--- config.mk ---
export PLATFORM = sky130hd
export DESIGN_NAME = i2c_addr_seq
export DESIGN_NICKNAME = d
export VERILOG_FILES = /design/src/rtl/i2c_addr_pkg.sv /design/src/rtl/i2c_addr_cfg.sv /design/src/rtl/i2c_addr_step.sv /design/src/rtl/i2c_addr_fsm.sv /design/src/rtl/i2c_addr_seq.sv
export SDC_FILE = /design/constraint.sdc
export NUM_CORES = 1
export LEC_CHECK = 0
export BUFFER_PORTS_ARGS = -buffer_cell sky130_fd_sc_hd__buf_4
export CAP_MARGIN = 20
export CORE_ASPECT_RATIO = 0.8
export CORE_MARGIN = 3
export CORE_UTILIZATION = 45
export CTS_BUF_LIST = sky130_fd_sc_hd__clkbuf_8 sky130_fd_sc_hd__clkbuf_16
export CTS_CLUSTER_DIAMETER = 30
export DETAILED_ROUTE_END_ITERATION = 10
export GPL_ROUTABILITY_DRIVEN = 0
export GPL_TIMING_DRIVEN = 0
export PLACE_DENSITY = 0.69
export SETUP_SLACK_MARGIN = 0.2
export SYNTH_ARGS = -nofsm -noshare
export SYNTH_HDL_FRONTEND = slang
export SYNTH_HIERARCHICAL = 1
export SYNTH_SLANG_ARGS = --single-unit
export TNS_END_PERCENT = 100
--- constraint.sdc ---
create_clock -name clk -period 2.2 [get_ports clk]
set_clock_uncertainty 0.2 [all_clocks]
set_input_delay 0.44 -clock clk [delete_from_list [all_inputs] [get_ports clk]]
set_output_delay 0.44 -clock clk [all_outputs]
set_load 0.005 [all_outputs]
--- src/rtl/i2c_addr_pkg.sv ---
package i2c_addr_pkg;

  localparam int ADDR_W = 10;
  localparam int BYTE_W = 8;
  localparam logic [4:0] HDR_PREFIX = 5'b11110;

  typedef enum logic [1:0] {
    OP_START   = 2'd0,
    OP_RESTART = 2'd1,
    OP_SEND    = 2'd2
  } bus_op_e;

  typedef enum logic [1:0] {
    SEQ_7B,
    SEQ_10_TX,
    SEQ_10_RX,
    SEQ_10_HDR
  } seq_e;

  typedef struct packed {
    logic              ten_bit;
    logic              rd;
    logic              hdr_only;
    logic [ADDR_W-1:0] addr;
  } addr_cfg_t;

  typedef struct packed {
    bus_op_e           op;
    logic [BYTE_W-1:0] data;
    logic              last;
  } step_t;

endpackage

--- src/rtl/i2c_addr_cfg.sv ---
module i2c_addr_cfg
  import i2c_addr_pkg::*;
(
  input  logic      clk,
  input  logic      rst,
  input  logic      enable,
  input  logic      wr_en,
  input  logic      wr_start,
  input  addr_cfg_t wr_cfg,
  input  logic      clr,
  output logic      pend,
  output addr_cfg_t cfg
);

  always_ff @(posedge clk) begin
    if (rst) begin
      pend <= 1'b0;
      cfg  <= '0;
    end else begin
      if (clr) begin
        pend <= 1'b0;
      end else if (wr_en && !pend && enable && wr_start) begin
        pend <= 1'b1;
      end
      if (wr_en && !pend) begin
        cfg <= wr_cfg;
      end
    end
  end

endmodule

--- src/rtl/i2c_addr_step.sv ---
module i2c_addr_step
  import i2c_addr_pkg::*;
#(
  parameter int STEP_W = 3
) (
  input  addr_cfg_t         cfg,
  input  logic [STEP_W-1:0] idx,
  output step_t             step
);

  seq_e              shape;
  logic [BYTE_W-1:0] hdr_w;
  logic [BYTE_W-1:0] hdr_r;
  logic [BYTE_W-1:0] short_b;
  logic [BYTE_W-1:0] low_b;

  always_comb begin
    if (!cfg.ten_bit)       shape = SEQ_7B;
    else if (!cfg.rd)       shape = SEQ_10_TX;
    else if (cfg.hdr_only)  shape = SEQ_10_HDR;
    else                    shape = SEQ_10_RX;
  end

  assign hdr_w   = {HDR_PREFIX, cfg.addr[ADDR_W-1:ADDR_W-2], 1'b0};
  assign hdr_r   = {HDR_PREFIX, cfg.addr[ADDR_W-1:ADDR_W-2], 1'b1};
  assign short_b = {cfg.addr[BYTE_W-1:1], cfg.rd};
  assign low_b   = cfg.addr[BYTE_W-1:0];

  always_comb begin
    step = '{op: OP_START, data: '0, last: 1'b1};
    unique case (shape)
      SEQ_7B: begin
        case (idx)
          STEP_W'(0): step = '{op: OP_START, data: '0,      last: 1'b0};
          default:    step = '{op: OP_SEND,  data: short_b, last: 1'b1};
        endcase
      end
      SEQ_10_TX: begin
        case (idx)
          STEP_W'(0): step = '{op: OP_START, data: '0,    last: 1'b0};
          STEP_W'(1): step = '{op: OP_SEND,  data: hdr_w, last: 1'b0};
          default:    step = '{op: OP_SEND,  data: low_b, last: 1'b1};
        endcase
      end
      SEQ_10_RX: begin
        case (idx)
          STEP_W'(0): step = '{op: OP_START,   data: '0,    last: 1'b0};
          STEP_W'(1): step = '{op: OP_SEND,    data: hdr_w, last: 1'b0};
          STEP_W'(2): step = '{op: OP_SEND,    data: low_b, last: 1'b0};
          STEP_W'(3): step = '{op: OP_RESTART, data: '0,    last: 1'b0};
          default:    step = '{op: OP_SEND,    data: hdr_r, last: 1'b1};
        endcase
      end
      SEQ_10_HDR: begin
        case (idx)
          STEP_W'(0): step = '{op: OP_RESTART, data: '0,    last: 1'b0};
          default:    step = '{op: OP_SEND,    data: hdr_r, last: 1'b1};
        endcase
      end
      default: step = '{op: OP_START, data: '0, last: 1'b1};
    endcase
  end

endmodule

--- src/rtl/i2c_addr_fsm.sv ---
module i2c_addr_fsm
  import i2c_addr_pkg::*;
#(
  parameter int STEP_W = 3
) (
  input  logic              clk,
  input  logic              rst,
  input  logic              pend,
  input  logic              abort,
  input  logic              cmd_ready,
  input  logic              rsp_valid,
  input  logic              rsp_ack,
  input  step_t             step_in,
  output logic [STEP_W-1:0] step_sel,
  output logic              cmd_valid,
  output bus_op_e           cmd_op,
  output logic [BYTE_W-1:0] cmd_byte,
  output logic              done,
  output logic              nack,
  output logic              finish
);

  typedef enum logic [1:0] {S_IDLE, S_ISSUE, S_WAIT} state_e;

  state_e            state;
  logic [STEP_W-1:0] idx;
  logic              cur_last;
  logic              byte_nack;

  assign step_sel  = (state == S_IDLE) ? '0 : idx + STEP_W'(1);
  assign byte_nack = (cmd_op == OP_SEND) && !rsp_ack;
  assign finish    = (state == S_WAIT) && rsp_valid && !abort && (byte_nack || cur_last);

  always_ff @(posedge clk) begin
    done <= 1'b0;
    nack <= 1'b0;
    if (rst) begin
      state     <= S_IDLE;
      idx       <= '0;
      cur_last  <= 1'b0;
      cmd_valid <= 1'b0;
      cmd_op    <= OP_START;
      cmd_byte  <= '0;
    end else if (abort) begin
      state     <= S_IDLE;
      cmd_valid <= 1'b0;
    end else begin
      case (state)
        S_IDLE: begin
          if (pend) begin
            idx       <= '0;
            cmd_op    <= step_in.op;
            cmd_byte  <= step_in.data;
            cur_last  <= step_in.last;
            cmd_valid <= 1'b1;
            state     <= S_ISSUE;
          end
        end
        S_ISSUE: begin
          if (cmd_ready) begin
            cmd_valid <= 1'b0;
            state     <= S_WAIT;
          end
        end
        S_WAIT: begin
          if (rsp_valid) begin
            if (byte_nack) begin
              nack  <= 1'b1;
              state <= S_IDLE;
            end else if (cur_last) begin
              done  <= 1'b1;
              state <= S_IDLE;
            end else begin
              idx       <= step_sel;
              cmd_op    <= step_in.op;
              cmd_byte  <= step_in.data;
              cur_last  <= step_in.last;
              cmd_valid <= 1'b1;
              state     <= S_ISSUE;
            end
          end
        end
        default: state <= S_IDLE;
      endcase
    end
  end

endmodule

--- src/rtl/i2c_addr_seq.sv ---
module i2c_addr_seq
  import i2c_addr_pkg::*;
#(
  parameter int STEP_W = 3
) (
  input  logic              clk,
  input  logic              rst,
  input  logic              enable,
  input  logic              cfg_we,
  input  logic              cfg_start,
  input  logic              cfg_ten_bit,
  input  logic              cfg_rd,
  input  logic              cfg_hdr_only,
  input  logic [ADDR_W-1:0] cfg_addr,
  input  logic              arb_lost,
  input  logic              timeout,
  output logic              cmd_valid,
  input  logic              cmd_ready,
  output logic [1:0]        cmd_op,
  output logic [BYTE_W-1:0] cmd_byte,
  input  logic              rsp_valid,
  input  logic              rsp_ack,
  output logic              start_pend,
  output logic              start_clr,
  output logic              done,
  output logic              nack,
  output logic              cur_ten_bit,
  output logic              cur_rd,
  output logic              cur_hdr_only,
  output logic [ADDR_W-1:0] cur_addr
);

  addr_cfg_t         wr_cfg;
  addr_cfg_t         cfg;
  step_t             step;
  logic [STEP_W-1:0] step_sel;
  logic              pend;
  logic              abort;
  logic              finish;
  bus_op_e           op_q;

  assign wr_cfg = '{ten_bit: cfg_ten_bit, rd: cfg_rd, hdr_only: cfg_hdr_only, addr: cfg_addr};
  assign abort  = pend && (arb_lost || timeout || !enable);

  i2c_addr_cfg u_cfg (
    .clk      (clk),
    .rst      (rst),
    .enable   (enable),
    .wr_en    (cfg_we),
    .wr_start (cfg_start),
    .wr_cfg   (wr_cfg),
    .clr      (abort || finish),
    .pend     (pend),
    .cfg      (cfg)
  );

  i2c_addr_step #(.STEP_W(STEP_W)) u_step (
    .cfg  (cfg),
    .idx  (step_sel),
    .step (step)
  );

  i2c_addr_fsm #(.STEP_W(STEP_W)) u_fsm (
    .clk       (clk),
    .rst       (rst),
    .pend      (pend),
    .abort     (abort),
    .cmd_ready (cmd_ready),
    .rsp_valid (rsp_valid),
    .rsp_ack   (rsp_ack),
    .step_in   (step),
    .step_sel  (step_sel),
    .cmd_valid (cmd_valid),
    .cmd_op    (op_q),
    .cmd_byte  (cmd_byte),
    .done      (done),
    .nack      (nack),
    .finish    (finish)
  );

  always_ff @(posedge clk) begin
    if (rst) start_clr <= 1'b0;
    else     start_clr <= pend && (abort || finish);
  end

  assign cmd_op       = op_q;
  assign start_pend   = pend;
  assign cur_ten_bit  = cfg.ten_bit;
  assign cur_rd       = cfg.rd;
  assign cur_hdr_only = cfg.hdr_only;
  assign cur_addr     = cfg.addr;

endmodule

Word-level counts from Yosys, hierarchy flattened
Cells that the tools add are included.

Bits in registers: 34. Input bits: 23. Output and inout port bits: 28. Word-level logic and storage cells: 105.

Add/subtract/negate cells: 1. Eq/ne operators: 14. Multiplexer cells: 43. Bitwise operators: 3. Reductions and logical operators: 30.

Operators with widths (number): $pmux 11 s4 (2); $mux 8 (4); $mux 11 (2); $pmux 11 s2 (1); $mux 2 (10); $pmux 8 s2 (1); $mux 3 (5); $mux 1 (13); $reduce_and 6->1 (2); $ne 2x2->1 const B (5); $logic_and 1x1->1 (9); $eq 2x2->1 const B (4); $eq 3x2->1 const B (2); $pmux 2 s3 (1); $pmux 3 s2 (1); $reduce_and 5->1 (1); $reduce_or 5->1 (1); $eq 2x1->1 const B (2); $logic_not 1->1 (4); $logic_not 2->1 (2); $logic_or 1x1->1 (4); $pmux 2 s2 (1); $reduce_or 2->1 (2); $reduce_or 4->1 (1); 9 further kinds (11).

Logic depth before layout (Yosys ltp)
Gate-level depths: netlist of the first run.

Depth in word-level cells: 9. Gate-level depth with buffers: 9. Mapped depth without buffers: 8.

By module
Netlist of the first run, hierarchy kept.

Modules (own cells, without submodules): i2c_addr_fsm (instances 1, cells an instance 104, area an instance 864.6 um2, seq. area each 380.4 um2); i2c_addr_cfg (instances 1, cells an instance 60, area an instance 486.7 um2, seq. area each 280.3 um2); i2c_addr_step (instances 1, cells an instance 46, area an instance 302.8 um2, seq. area each 0.0 um2); i2c_addr_seq (instances 1, cells an instance 7, area an instance 70.1 um2, seq. area each 20.0 um2).

Worst setup path after synthesis of the first run
OpenSTA, ideal clock, no wires.

Kind: input port to flip-flop. Start: in rsp_ack. End: reg u_cfg.pend. Setup time: 0.117 ns. Arrival time: 1.683 ns. Data required time: 1.883 ns. Path slack: 0.200 ns. Stages: 7. Buffers on the path: 1. Cells stage by stage: or3b_1 clkbuf_1 and2_1 nor3_1 nor4b_4 nor2_1 nor3_1.

Cells in the longest elaborated chain, start to end: 6.

RTL lines: start, declared (RTL line i2c_addr_seq.sv:22) `input logic rsp_ack,`; $logic_not 1->1 (RTL line i2c_addr_fsm.sv:31) `assign byte_nack = (cmd_op == OP_SEND) && !rsp_ack;`; $logic_and 1x1->1 (RTL line i2c_addr_fsm.sv:31); $logic_or 1x1->1 (RTL line i2c_addr_fsm.sv:32) `assign finish = (state == S_WAIT) && rsp_valid && !abort && (byte_nack || cur_last);`; $logic_and 1x1->1 (RTL line i2c_addr_fsm.sv:32); net finish (RTL line i2c_addr_seq.sv:39) `logic finish;`; $logic_or 1x1->1 (RTL line i2c_addr_seq.sv:52) `.clr (abort || finish),`; $reduce_or 2->1 (no source line); end signal, assigned (RTL line i2c_addr_cfg.sv:17) `pend <= 1'b0;`; end signal, assigned (RTL line i2c_addr_cfg.sv:21) `pend <= 1'b0;`; end signal, assigned (RTL line i2c_addr_cfg.sv:23) `pend <= 1'b1;`; end, declared (RTL line i2c_addr_cfg.sv:11) `output logic pend,`.

The timed path passes the listed nets, and every way through them passes these cells. A chain may end at the register's enable or synchronous reset.

==> results of run 1 <==
Yosys cell counts (2+ instances only):
cell and instances:
nand2_1 32, dfxtp_1 34, nand3b_1 10, o21ai_0 14
nor3_1 7, o21ai_1 5, or3_4 2, nor4_1 2
inv_1 7, a21oi_1 30, buf_1 2, nor2_1 11
nand2b_1 3, clkbuf_1 6, a31oi_1 2, nor3b_1 2
or2_1 2, nand4_1 3, o2111ai_1 4, o22ai_1 2
mux2i_1 3, a21o_1 2, and2b_1 2, nor2b_1 2
buf_2 5, nand3_1 2
worst min path at each step:
| stage | from | endpoint | slack [ns] | depth (start not counted) |
|---|---|---|---|---|
| 3_5_place_dp | u_fsm/cur_last | u_fsm/done | 0.23 | 2 |
| 3_3_place_gp | u_fsm/cur_last | u_fsm/done | 0.23 | 2 |
| 5_1_grt | rst | u_cfg/cfg[10] | 0.17 | 2 |
| 4_1_cts | rst | u_cfg/cfg[10] | 0.16 | 2 |
| 2_1_floorplan | u_fsm/cur_last | u_fsm/done | 0.22 | 2 |
| 6_report | rst | u_cfg/cfg[10] | 0.17 | 2 |
metal layers:
metal / up-vias / GRT usage, % / part of all wire, %
li1: 899 / - / -
met1: 741 / 30.8 / 54
met3: 2 / 5.22 / 5.2
met2: 40 / 25.8 / 41
met5: - / 0 / 0
met4: 0 / 5.99 / 0.43
power by group:
part | internal [mW] | leakage, nW | total [mW] | switching, mW
logic | 0.116 | 0.666 | 0.235 | 0.118
clock network | 0.208 | 0.0466 | 0.412 | 0.203
registers | 0.637 | 0.278 | 0.656 | 0.0196
cells by family (layout without fill, tap and decap cells):
family	count (synthesis)	in the layout	share of synthesized area (%)
buf+inv	23	87	6.24
flops	34	34	39.5
xor+xnor	1	1	0.508
fa+ha+maj	1	1	0.726
mux	3	3	1.74
compound gates	69	69	23.9
simple gates	86	86	27.4
flip-flops by register name, indices dropped and copies added (netlist names):
signal           cells
u_fsm/state          2
u_fsm/cmd_byte       8
start_clr            1
u_fsm/cmd_valid      1
u_fsm/cmd_op         2
u_fsm/idx            3
u_cfg/pend           1
u_cfg/cfg           13
u_fsm/cur_last       1
u_fsm/done           1
u_fsm/nack           1
timing repair:
item,4_1_cts,5_1_grt
endpoints found under the setup margin,16,14
pin swaps,0,3
gates resized for setup,13,21
hold endpoints to repair,0,0
setup buffers,0,7
worst max-delay path, delay by kind of cell, from the launching register on:
family          cells  cell delay [ns]
flops               1             0.34
compound gates      3             0.50
simple gates        3             0.55
fa+ha+maj           1             0.26
cell type report:
type	count	area share, %
inverters	7	1.10
flip-flops and latches	34	28.7
clock inverters	2	0.314
repair buffers	57	17.9
plain buffers	16	4.18
multi-input cells	160	42.7
clock buffers	5	2.88
well taps	42	2.20
==> metrics.txt, run 1 <==
# TYPE chip_impl_metric gauge
chip_impl_info{name="status",value="finished clean"} 1
chip_impl_metric{name="wire_per_inst",unit="µm"} 13.6
chip_impl_metric{name="cp.arrival",unit="ns"} 1.94
chip_impl_metric{name="power_density",unit="nW/µm²"} 544
chip_impl_info{name="cts_tree",value="done"} 1
chip_impl_metric{name="worst_skew_pair.late_latency",unit="ns"} 0.28
chip_impl_metric{name="final_core_utilization",unit="%"} 67.5
chip_impl_metric{name="fmaxAchievable",unit="GHz"} 0.499
chip_impl_metric{name="placed_cell_area",unit="µm²"} 2150
chip_impl_info{name="layout.cells.most_common",value="buf_4"} 1
chip_impl_metric{name="drt-initial-drc-count",unit=""} 82
chip_impl_metric{name="multi_input_comb_area",unit="µm²"} 1020
chip_impl_metric{name="share_of_the_synthesized_area_in_the_top_cell_type",unit="%"} 39.5
chip_impl_metric{name="synth_cell_type_count",unit=""} 47
chip_impl_info{name="setup.worst_path.class",value="reg -> reg"} 1
chip_impl_metric{name="cts_made_buffers",unit=""} 5
chip_impl_metric{name="timing_max_transition_violations_final",unit=""} 0
chip_impl_metric{name="ant_nets",unit=""} 0
chip_impl_metric{name="post_synth.cell_area_avg",unit="µm²"} 7.95
chip_impl_metric{name="post_synth_inst_count",unit=""} 217
chip_impl_metric{name="setup-tns-final",unit="ns"} 0
chip_impl_metric{name="wirelength",unit="µm"} 4390
chip_impl_metric{name="fp.dieArea",unit="µm²"} 4610
chip_impl_metric{name="fp.dieH",unit="µm"} 61.4
chip_impl_metric{name="drtPass1Iterations",unit=""} 4
chip_impl_metric{name="dieWidth",unit="µm"} 75.2
chip_impl_metric{name="hpwl",unit="µm"} 3190
chip_impl_metric{name="power_leakage",unit="nW"} 0.991
chip_impl_metric{name="footprint_of_the_flip_flops_and_latches",unit="µm²"} 687
chip_impl_metric{name="dp_cells",unit=""} 309
chip_impl_info{name="cp-endpoint",value="u_fsm/cmd_byte[6]"} 1
chip_impl_metric{name="fin_cells",unit=""} 323
chip_impl_metric{name="initial_utilization",unit="%"} 48.7
chip_impl_metric{name="final_area",unit="µm²"} 2390
chip_impl_info{name="worst_setup_path_startpoint",value="u_fsm/idx[0]"} 1
chip_impl_metric{name="grt_antenna_before_repair",unit=""} 0
chip_impl_metric{name="final_critical_path_setup_slack",unit="ns"} 0.198
chip_impl_metric{name="cp_slowest_stage_delay",unit="ns"} 0.34
chip_impl_metric{name="tritoncts_num_sinks",unit=""} 34
chip_impl_metric{name="cap_violations",unit=""} 0
chip_impl_metric{name="yosysWarningCount",unit=""} 6
chip_impl_info{name="rsz_0062_raised_after_global_routing",value="true"} 1
chip_impl_metric{name="ff2ff_path_depth",unit=""} 7
chip_impl_metric{name="port_buffers",unit=""} 50
chip_impl_metric{name="route.detailed.drc",unit=""} 0
chip_impl_metric{name="yosysSeqAreaShare",unit="%"} 39.5
chip_impl_metric{name="cp_max_fo",unit=""} 7
chip_impl_metric{name="clk_pin_slew_worst_paths",unit="ns"} 0.07
chip_impl_info{name="synth_flop_cell",value="dfxtp_1"} 1
chip_impl_metric{name="hold_slack",unit="ns"} 0.165
chip_impl_info{name="timing.critical_path.slowest_stage_cell",value="dfxtp_2"} 1
chip_impl_metric{name="postSynthRegisterBits",unit=""} 34
chip_impl_info{name="worst_r2r_startpoint",value="u_fsm/idx[0]"} 1
chip_impl_metric{name="synth.net_count",unit=""} 241
chip_impl_metric{name="area_growth_syn_to_layout",unit="%"} 38.8
chip_impl_metric{name="antenna_cells_inserted",unit=""} 0
chip_impl_metric{name="grt-ovfl-total",unit=""} 0
chip_impl_metric{name="row_count",unit=""} 19
chip_impl_info{name="mostFrequentLayoutCells",value="buf_4 (59), nand2_1 (32), dfxtp_1 (31)"} 1
chip_impl_metric{name="average_vias_per_placed_instance",unit=""} 5.21
chip_impl_metric{name="placeableCoreArea",unit="µm²"} 3540
chip_impl_info{name="hold_class",value="in -> reg"} 1
chip_impl_metric{name="route.vias.total",unit=""} 1682
chip_impl_metric{name="synth_edf_count",unit=""} 0
chip_impl_metric{name="largest_net_degree_at_the_start_of_global_routing",unit=""} 11
chip_impl_metric{name="max_slew.worst_pin.slew",unit="ns"} 0.512
chip_impl_metric{name="required",unit="ns"} 2.14
chip_impl_info{name="path_cells",value="ha_4 -> nor2b_4 -> nand4_1 -> o2111ai_1 -> o21ai_1 -> nand3b_1 -> a21oi_1"} 1
chip_impl_metric{name="setup-violations-final",unit=""} 0
chip_impl_info{name="worstSetupEndpointType",value="flip-flop"} 1
chip_impl_metric{name="timing.reg2reg.setup_slack",unit="ns"} 0.20
chip_impl_info{name="post-synth-top-area-cell",value="dfxtp_1"} 1
chip_impl_metric{name="grt_usage",unit="%"} 19.7
chip_impl_metric{name="grt_pass1_wl",unit="µm"} 6920
chip_impl_metric{name="final_min_period_over_clock_period",unit="%"} 91.0
chip_impl_metric{name="slew-limit-headroom",unit="%"} 65.9
chip_impl_metric{name="post_synth_instance_area",unit="µm²"} 1720
chip_impl_metric{name="ir_drop",unit="mV"} 0.324
chip_impl_metric{name="top_level_ports",unit=""} 51
chip_impl_metric{name="postCtsHoldBufs",unit=""} 0
chip_impl_metric{name="final.fill_count",unit=""} 321
chip_impl_metric{name="cts_max_level",unit=""} 2
chip_impl_metric{name="totalPowerFinal",unit="mW"} 1.30
chip_impl_metric{name="post-route-min-period",unit="ns"} 2.00
chip_impl_metric{name="final_hold_viol_count",unit=""} 0
chip_impl_metric{name="vias_in_the_first_global_route",unit=""} 1455
chip_impl_metric{name="post_synth_arst_share",unit="%"} 0
chip_impl_metric{name="dp_worst_setup_slack",unit="ns"} -0.110
chip_impl_info{name="synth.top_cells.by_area",value="dfxtp_1 (39%), a21oi_1 (8.7%), nand2_1 (7.0%)"} 1
chip_impl_info{name="kind_of_launch_point_of_the_worst_setup_path",value="flip-flop"} 1
chip_impl_info{name="ctsRootBufferMaster",value="clkbuf_8"} 1
chip_impl_metric{name="max-clock-path-buffers",unit=""} 2
chip_impl_metric{name="finish.net_count",unit=""} 305
chip_impl_metric{name="drive_gt1_share",unit="%"} 34.5
chip_impl_info{name="crit-reg2reg-capture",value="u_fsm/cmd_byte[6]"} 1
No activity file was read; power rests on OpenSTA's default activity.
==> run 2: changes to the inputs <==
--- a/config.mk
+++ b/config.mk
@@ -14,8 +14,7 @@
 export CTS_CLUSTER_DIAMETER = 30
 export DETAILED_ROUTE_END_ITERATION = 10
 export GPL_ROUTABILITY_DRIVEN = 0
-export GPL_TIMING_DRIVEN = 0
-export PLACE_DENSITY = 0.69
+export PLACE_DENSITY = 0.68
 export SETUP_SLACK_MARGIN = 0.2
 export SYNTH_ARGS = -nofsm -noshare
 export SYNTH_HDL_FRONTEND = slang
==> metrics.txt, run 2 (synthesis results as in run 1) <==
# TYPE chip_impl_metric gauge
chip_impl_info{name="status",value="finished clean"} 1
chip_impl_metric{name="max_reg_flops",unit=""} 13
chip_impl_metric{name="final_hold_viol_count",unit=""} 0
chip_impl_info{name="biggestRegsByFlops",value="u_cfg/cfg (13), u_fsm/cmd_byte (8), u_fsm/idx (3)"} 1
chip_impl_metric{name="largest_net_degree_at_the_start_of_global_routing",unit=""} 35
chip_impl_metric{name="global_route_met1_utilization",unit="%"} 28.9
chip_impl_metric{name="final.fill_count",unit=""} 336
chip_impl_metric{name="grt_usage",unit="%"} 18.4
chip_impl_metric{name="placeableCoreArea",unit="µm²"} 3540
chip_impl_info{name="worst_r2r_startpoint",value="u_fsm/idx[0]"} 1
chip_impl_metric{name="grt_antenna_before_repair",unit=""} 0
chip_impl_info{name="rsz_0062_raised_after_global_routing",value="true"} 1
chip_impl_metric{name="antenna_cells_inserted",unit=""} 0
chip_impl_metric{name="ant_nets",unit=""} 0
chip_impl_info{name="setup.worst_path.class",value="reg -> reg"} 1
chip_impl_metric{name="drtPass1Iterations",unit=""} 4
chip_impl_metric{name="gr-usage-met3",unit="%"} 4.89
chip_impl_metric{name="average_vias_per_placed_instance",unit=""} 5.31
chip_impl_metric{name="gr-usage-met2",unit="%"} 24.7
chip_impl_metric{name="cp_max_fo",unit=""} 7
chip_impl_info{name="kind_of_launch_point_of_the_worst_setup_path",value="flip-flop"} 1
chip_impl_metric{name="setup-tns-final",unit="ns"} 0
chip_impl_metric{name="tritoncts_num_sinks",unit=""} 34
chip_impl_metric{name="vias_in_the_first_global_route",unit=""} 1391
chip_impl_metric{name="drive_gt1_share",unit="%"} 34.6
chip_impl_metric{name="max-clock-path-buffers",unit=""} 2
chip_impl_metric{name="timing_max_transition_violations_final",unit=""} 0
chip_impl_metric{name="grt-ovfl-total",unit=""} 0
chip_impl_info{name="grt_most_used_layer",value="met1"} 1
chip_impl_metric{name="top_level_ports",unit=""} 51
chip_impl_metric{name="required",unit="ns"} 2.15
chip_impl_metric{name="dieWidth",unit="µm"} 75.2
chip_impl_metric{name="cts_made_buffers",unit=""} 5
chip_impl_metric{name="port_buffers",unit=""} 50
chip_impl_metric{name="timing.reg2reg.setup_slack",unit="ns"} 0.21
chip_impl_info{name="ctsRootBufferMaster",value="clkbuf_8"} 1
chip_impl_metric{name="route.detailed.drc",unit=""} 0
chip_impl_info{name="worstSetupEndpointType",value="flip-flop"} 1
chip_impl_metric{name="initial_utilization",unit="%"} 48.7
chip_impl_metric{name="cp.arrival",unit="ns"} 1.94
chip_impl_metric{name="worst_skew_pair.late_latency",unit="ns"} 0.28
chip_impl_metric{name="postCtsHoldBufs",unit=""} 0
chip_impl_metric{name="wirelength",unit="µm"} 4380
chip_impl_metric{name="power_leakage",unit="nW"} 0.985
chip_impl_info{name="hold_class",value="in -> reg"} 1
chip_impl_metric{name="area_growth_syn_to_layout",unit="%"} 39.1
chip_impl_info{name="worst_setup_path_startpoint",value="u_fsm/idx[0]"} 1
chip_impl_metric{name="cts_max_level",unit=""} 2
chip_impl_metric{name="hpwl",unit="µm"} 3160
chip_impl_info{name="cts_tree",value="done"} 1
chip_impl_metric{name="post-route-min-period",unit="ns"} 1.99
chip_impl_metric{name="fmaxAchievable",unit="GHz"} 0.503
chip_impl_metric{name="grt_pass1_wl",unit="µm"} 6550
chip_impl_metric{name="ir_drop",unit="mV"} 0.390
chip_impl_metric{name="wire_per_inst",unit="µm"} 13.6
chip_impl_metric{name="drt-initial-drc-count",unit=""} 108
chip_impl_metric{name="final_min_period_over_clock_period",unit="%"} 90.4
chip_impl_metric{name="setup-violations-final",unit=""} 0
chip_impl_metric{name="final_core_utilization",unit="%"} 67.7
chip_impl_info{name="mostFrequentLayoutCells",value="buf_4 (70), nand2_1 (32), dfxtp_1 (31)"} 1
chip_impl_metric{name="cap_violations",unit=""} 0
chip_impl_metric{name="fp.dieArea",unit="µm²"} 4610
chip_impl_metric{name="power_density",unit="nW/µm²"} 564
chip_impl_metric{name="row_count",unit=""} 19
chip_impl_metric{name="clk_pin_slew_worst_paths",unit="ns"} 0.07
chip_impl_metric{name="max_slew.worst_pin.slew",unit="ns"} 0.488
chip_impl_info{name="largest-register",value="u_cfg/cfg"} 1
chip_impl_info{name="hold_path_startpoint",value="cfg_addr[1]"} 1
chip_impl_metric{name="finish.net_count",unit=""} 303
chip_impl_info{name="layout.cells.most_common",value="buf_4"} 1
chip_impl_metric{name="fp.dieH",unit="µm"} 61.4
chip_impl_metric{name="slew-limit-headroom",unit="%"} 67.5
chip_impl_metric{name="route.vias.total",unit=""} 1710
==> run 2: report_power, final <==
group	switching [mW]	internal [mW]
sequential	0.0255	0.637
clock	0.219	0.251
combinational	0.109	0.110
total	0.354	0.998
==> run 2: final cells by class <==
cell class	instances	area, µm²	share of cell area [%]
clock buffers	6	82.6	3.44
clock inverters	2	12.5	0.522
inverters	7	26.3	1.10
multi-input cells	160	1000	41.8
flip-flops and latches	34	684	28.5
well taps	42	52.6	2.19
repair buffers	71	537	22.4
==> run 2: critical path: stages (launching register included) <==
cell	delay, ns
dfxtp_2	0.34
ha_4	0.26
nor2b_4	0.13
buf_6	0.12
nand4_1	0.14
buf_4	0.21
o2111ai_2	0.20
o21ai_1	0.10
nand3b_1	0.09
a21oi_1	0.06
==> run 2: repair_timing <==
item	4_1_cts	5_1_grt
setup endpoints to repair	8	10
setup buffers	0	4
resized for setup	2	15
pin swaps	0	4
==> run 2: through the flow <==
| step | power (mW) | std cells | instance area, µm² | hold slack (ns) | setup slack (ns) |
|---|---|---|---|---|---|
| after floorplan | 0.789 | 217 | 1720 | 0.215 | 0.200 |
| after global placement | 0.885 | 310 | 2200 | 0.222 | 0.0952 |
| after detailed placement | 0.885 | 310 | 2200 | 0.238 | 0.0386 |
| after CTS | 1.36 | 318 | 2300 | 0.201 | 0.164 |
| after global routing | 1.42 | 322 | 2400 | 0.208 | 0.146 |
| final | 1.35 | 322 | 2400 | 0.209 | 0.212 |
==> run 2: final timing paths <==
check                      end  depth (start not counted)
min               u_cfg/cfg[1]                          3
max reg2reg  u_fsm/cmd_byte[5]                          9
max          u_fsm/cmd_byte[5]                          9
min reg2reg         u_fsm/done                          2
==> run 2: layer usage <==
metal / wire length [µm] / vias up
li1: - / 893
met1: 2290 / 771
met2: 1840 / 44
met3: 233 / 2
met4: 19 / 0
met5: 0 / -
==> run 3: changes to the inputs <==
--- a/config.mk
+++ b/config.mk
@@ -7,14 +7,15 @@
 export LEC_CHECK = 0
 export BUFFER_PORTS_ARGS = -buffer_cell sky130_fd_sc_hd__buf_4
 export CAP_MARGIN = 20
+export CELL_PAD_IN_SITES_DETAIL_PLACEMENT = 2
+export CELL_PAD_IN_SITES_GLOBAL_PLACEMENT = 2
 export CORE_ASPECT_RATIO = 0.8
 export CORE_MARGIN = 3
-export CORE_UTILIZATION = 45
-export CTS_BUF_LIST = sky130_fd_sc_hd__clkbuf_8 sky130_fd_sc_hd__clkbuf_16
+export CORE_UTILIZATION = 28
 export CTS_CLUSTER_DIAMETER = 30
 export DETAILED_ROUTE_END_ITERATION = 10
 export GPL_ROUTABILITY_DRIVEN = 0
-export PLACE_DENSITY = 0.68
+export PLACE_DENSITY = 0.74
 export SETUP_SLACK_MARGIN = 0.2
 export SYNTH_ARGS = -nofsm -noshare
 export SYNTH_HDL_FRONTEND = slang
==> metrics.txt, run 3 (synthesis results as in run 1) <==
# TYPE chip_impl_metric gauge
chip_impl_info{name="layout.cells.most_common",value="buf_4"} 1
chip_impl_metric{name="vias_in_the_first_global_route",unit=""} 1875
chip_impl_info{name="largest-register",value="u_cfg/cfg"} 1
chip_impl_metric{name="cts_made_buffers",unit=""} 5
chip_impl_info{name="critical-path-top-delay-family",value="simple AND/OR/NAND/NOR gates"} 1
chip_impl_metric{name="multi_input_comb_area",unit="µm²"} 1060
chip_impl_metric{name="hpwl",unit="µm"} 4400
chip_impl_metric{name="power_leakage",unit="nW"} 1.01
chip_impl_info{name="status",value="finished clean"} 1
chip_impl_metric{name="cp_num_buf_inv",unit=""} 1
chip_impl_metric{name="grt_pass1_wl",unit="µm"} 9870
chip_impl_metric{name="placed_cell_area",unit="µm²"} 2240
chip_impl_metric{name="gr-usage-met2",unit="%"} 24.9
chip_impl_metric{name="drive_gt1_share",unit="%"} 37.5
chip_impl_metric{name="finish.net_count",unit=""} 307
chip_impl_metric{name="antenna_cells_inserted",unit=""} 0
chip_impl_info{name="mostFrequentLayoutCells",value="buf_4 (70), nand2_1 (32), dfxtp_1 (30)"} 1
chip_impl_info{name="kind_of_launch_point_of_the_worst_setup_path",value="flip-flop"} 1
chip_impl_metric{name="grt-ovfl-total",unit=""} 0
chip_impl_metric{name="max_reg_flops",unit=""} 13
chip_impl_metric{name="cp.arrival",unit="ns"} 2.02
chip_impl_metric{name="power_density",unit="nW/µm²"} 545
chip_impl_metric{name="average_vias_per_placed_instance",unit=""} 5.12
chip_impl_metric{name="postCtsHoldBufs",unit=""} 0
chip_impl_metric{name="footprint_of_the_flip_flops_and_latches",unit="µm²"} 688
chip_impl_metric{name="cp_slowest_stage_delay",unit="ns"} 0.34
chip_impl_metric{name="required",unit="ns"} 2.15
chip_impl_metric{name="row_count",unit=""} 24
chip_impl_metric{name="fp.dieH",unit="µm"} 76.2
chip_impl_metric{name="setup-violations-final",unit=""} 0
chip_impl_metric{name="area_growth_syn_to_layout",unit="%"} 46.2
chip_impl_info{name="grt_most_used_layer",value="met1"} 1
chip_impl_metric{name="final_min_period_over_clock_period",unit="%"} 93.8
chip_impl_metric{name="ir_drop",unit="mV"} 0.339
chip_impl_metric{name="top_level_ports",unit=""} 51
chip_impl_metric{name="max_slew.worst_pin.slew",unit="ns"} 0.548
chip_impl_metric{name="post-route-min-period",unit="ns"} 2.06
chip_impl_metric{name="drt-initial-drc-count",unit=""} 72
chip_impl_metric{name="gr-usage-met3",unit="%"} 5.43
chip_impl_info{name="setup.worst_path.class",value="reg -> reg"} 1
chip_impl_metric{name="final_core_utilization",unit="%"} 44.2
chip_impl_metric{name="slew-limit-headroom",unit="%"} 63.4
chip_impl_info{name="worstSetupEndpointType",value="flip-flop"} 1
chip_impl_info{name="cts_tree",value="done"} 1
chip_impl_metric{name="final.fill_count",unit=""} 658
chip_impl_metric{name="fmaxAchievable",unit="GHz"} 0.484
chip_impl_metric{name="initial_utilization",unit="%"} 30.2
chip_impl_metric{name="ant_nets",unit=""} 0
chip_impl_metric{name="worst_skew_pair.late_latency",unit="ns"} 0.28
chip_impl_metric{name="fp.dieArea",unit="µm²"} 7140
chip_impl_metric{name="timing_max_transition_violations_final",unit=""} 0
chip_impl_metric{name="drtPass1Iterations",unit=""} 4
chip_impl_metric{name="clk_pin_slew_worst_paths",unit="ns"} 0.07
chip_impl_metric{name="cts_max_level",unit=""} 2
chip_impl_metric{name="max-clock-path-buffers",unit=""} 2
chip_impl_metric{name="cap_violations",unit=""} 0
chip_impl_metric{name="wirelength",unit="µm"} 6670
chip_impl_info{name="timing.critical_path.slowest_stage_cell",value="dfxtp_2"} 1
chip_impl_info{name="path_cells",value="ha_4 -> nor2b_4 -> buf_6 -> nand4_1 -> o2111ai_2 -> o21ai_1 -> nand3b_1 -> a21oi_1"} 1
chip_impl_metric{name="grt_antenna_before_repair",unit=""} 0
chip_impl_metric{name="global_route_met1_utilization",unit="%"} 25.2
chip_impl_info{name="rsz_0062_raised_after_global_routing",value="true"} 1
chip_impl_metric{name="final_hold_viol_count",unit=""} 0
chip_impl_metric{name="largest_net_degree_at_the_start_of_global_routing",unit=""} 35
chip_impl_metric{name="final_area",unit="µm²"} 2520
chip_impl_metric{name="route.vias.total",unit=""} 1847
chip_impl_info{name="ctsRootBufferMaster",value="clkbuf_8"} 1
chip_impl_metric{name="grt_usage",unit="%"} 17.2
chip_impl_info{name="biggestRegsByFlops",value="u_cfg/cfg (13), u_fsm/cmd_byte (8), u_fsm/idx (3)"} 1
chip_impl_metric{name="wire_per_inst",unit="µm"} 18.5
chip_impl_metric{name="dieWidth",unit="µm"} 93.7
chip_impl_metric{name="placeableCoreArea",unit="µm²"} 5710
chip_impl_metric{name="cp_max_fo",unit=""} 8
chip_impl_metric{name="port_buffers",unit=""} 50
chip_impl_metric{name="route.detailed.drc",unit=""} 0
chip_impl_metric{name="tritoncts_num_sinks",unit=""} 34
chip_impl_info{name="hold_class",value="in -> reg"} 1
[run 3: changes by cell type in the layout (fill, tap and decap cells not counted), sizes merged]
cell and delta:
nor2 +1, clkbuf +1, buf +3, clkinv -1
clkinvlp -1
[run 3: area by class of cell]
type / count / share of cell area, %
sequential: 34 / 27.3
timing repair buffer: 74 / 22.6
clock buffer: 7 / 3.03
inverter: 7 / 1.04
tap: 78 / 3.87
multi-input combinational: 161 / 42.1
[run 3: path summary, 6_finish.rpt]
kind / cells after the start / end / from / slack (ns)
max: 8 / u_fsm/cmd_byte[5] / u_fsm/idx[1] / 0.14
min: 3 / u_cfg/cfg[3] / cfg_addr[3] / 0.20
max reg2reg: 8 / u_fsm/cmd_byte[5] / u_fsm/idx[1] / 0.14
min reg2reg: 2 / u_fsm/done / u_fsm/cur_last / 0.26
[run 3: what timing repair did]
item | in CTS | in global routing
setup endpoints to repair | 8 | 15
setup buffers | 0 | 8
cloned | 0 | 1
resized for setup | 5 | 29
pin swaps | 0 | 8
[run 3: worst min-delay path, delay by kind of cell]
kind	cells	cell delay, ns
AND/OR/NAND/NOR	1	0.04
buffers and inverters	1	0.11
AO/OA/AOI/OAI	1	0.05
[run 3: metrics by stage]
step	cells	hold slack (ns)	setup TNS, ns	setup WS, ns	total power [mW]
floorplan	217	0.215	0	0.200	0.789
global placement	345	0.248	0	0.00772	0.895
detailed placement	345	0.244	-0.392	-0.0911	0.904
CTS	352	0.195	0	0.176	1.35
global route	361	0.203	0	0.0547	1.45
finish	361	0.205	0	0.135	1.37
[run 3: report_power, final]
part           switching [mW]  internal, mW
combinational           0.147         0.134
sequential             0.0242         0.637
clock                   0.215         0.218
[run 3: metal layers]
metal  up-vias  wire (µm)
li1        897          -
met1       907       3270
met2        41       3080
met3         2        310
met4         0          8
met5         -          0
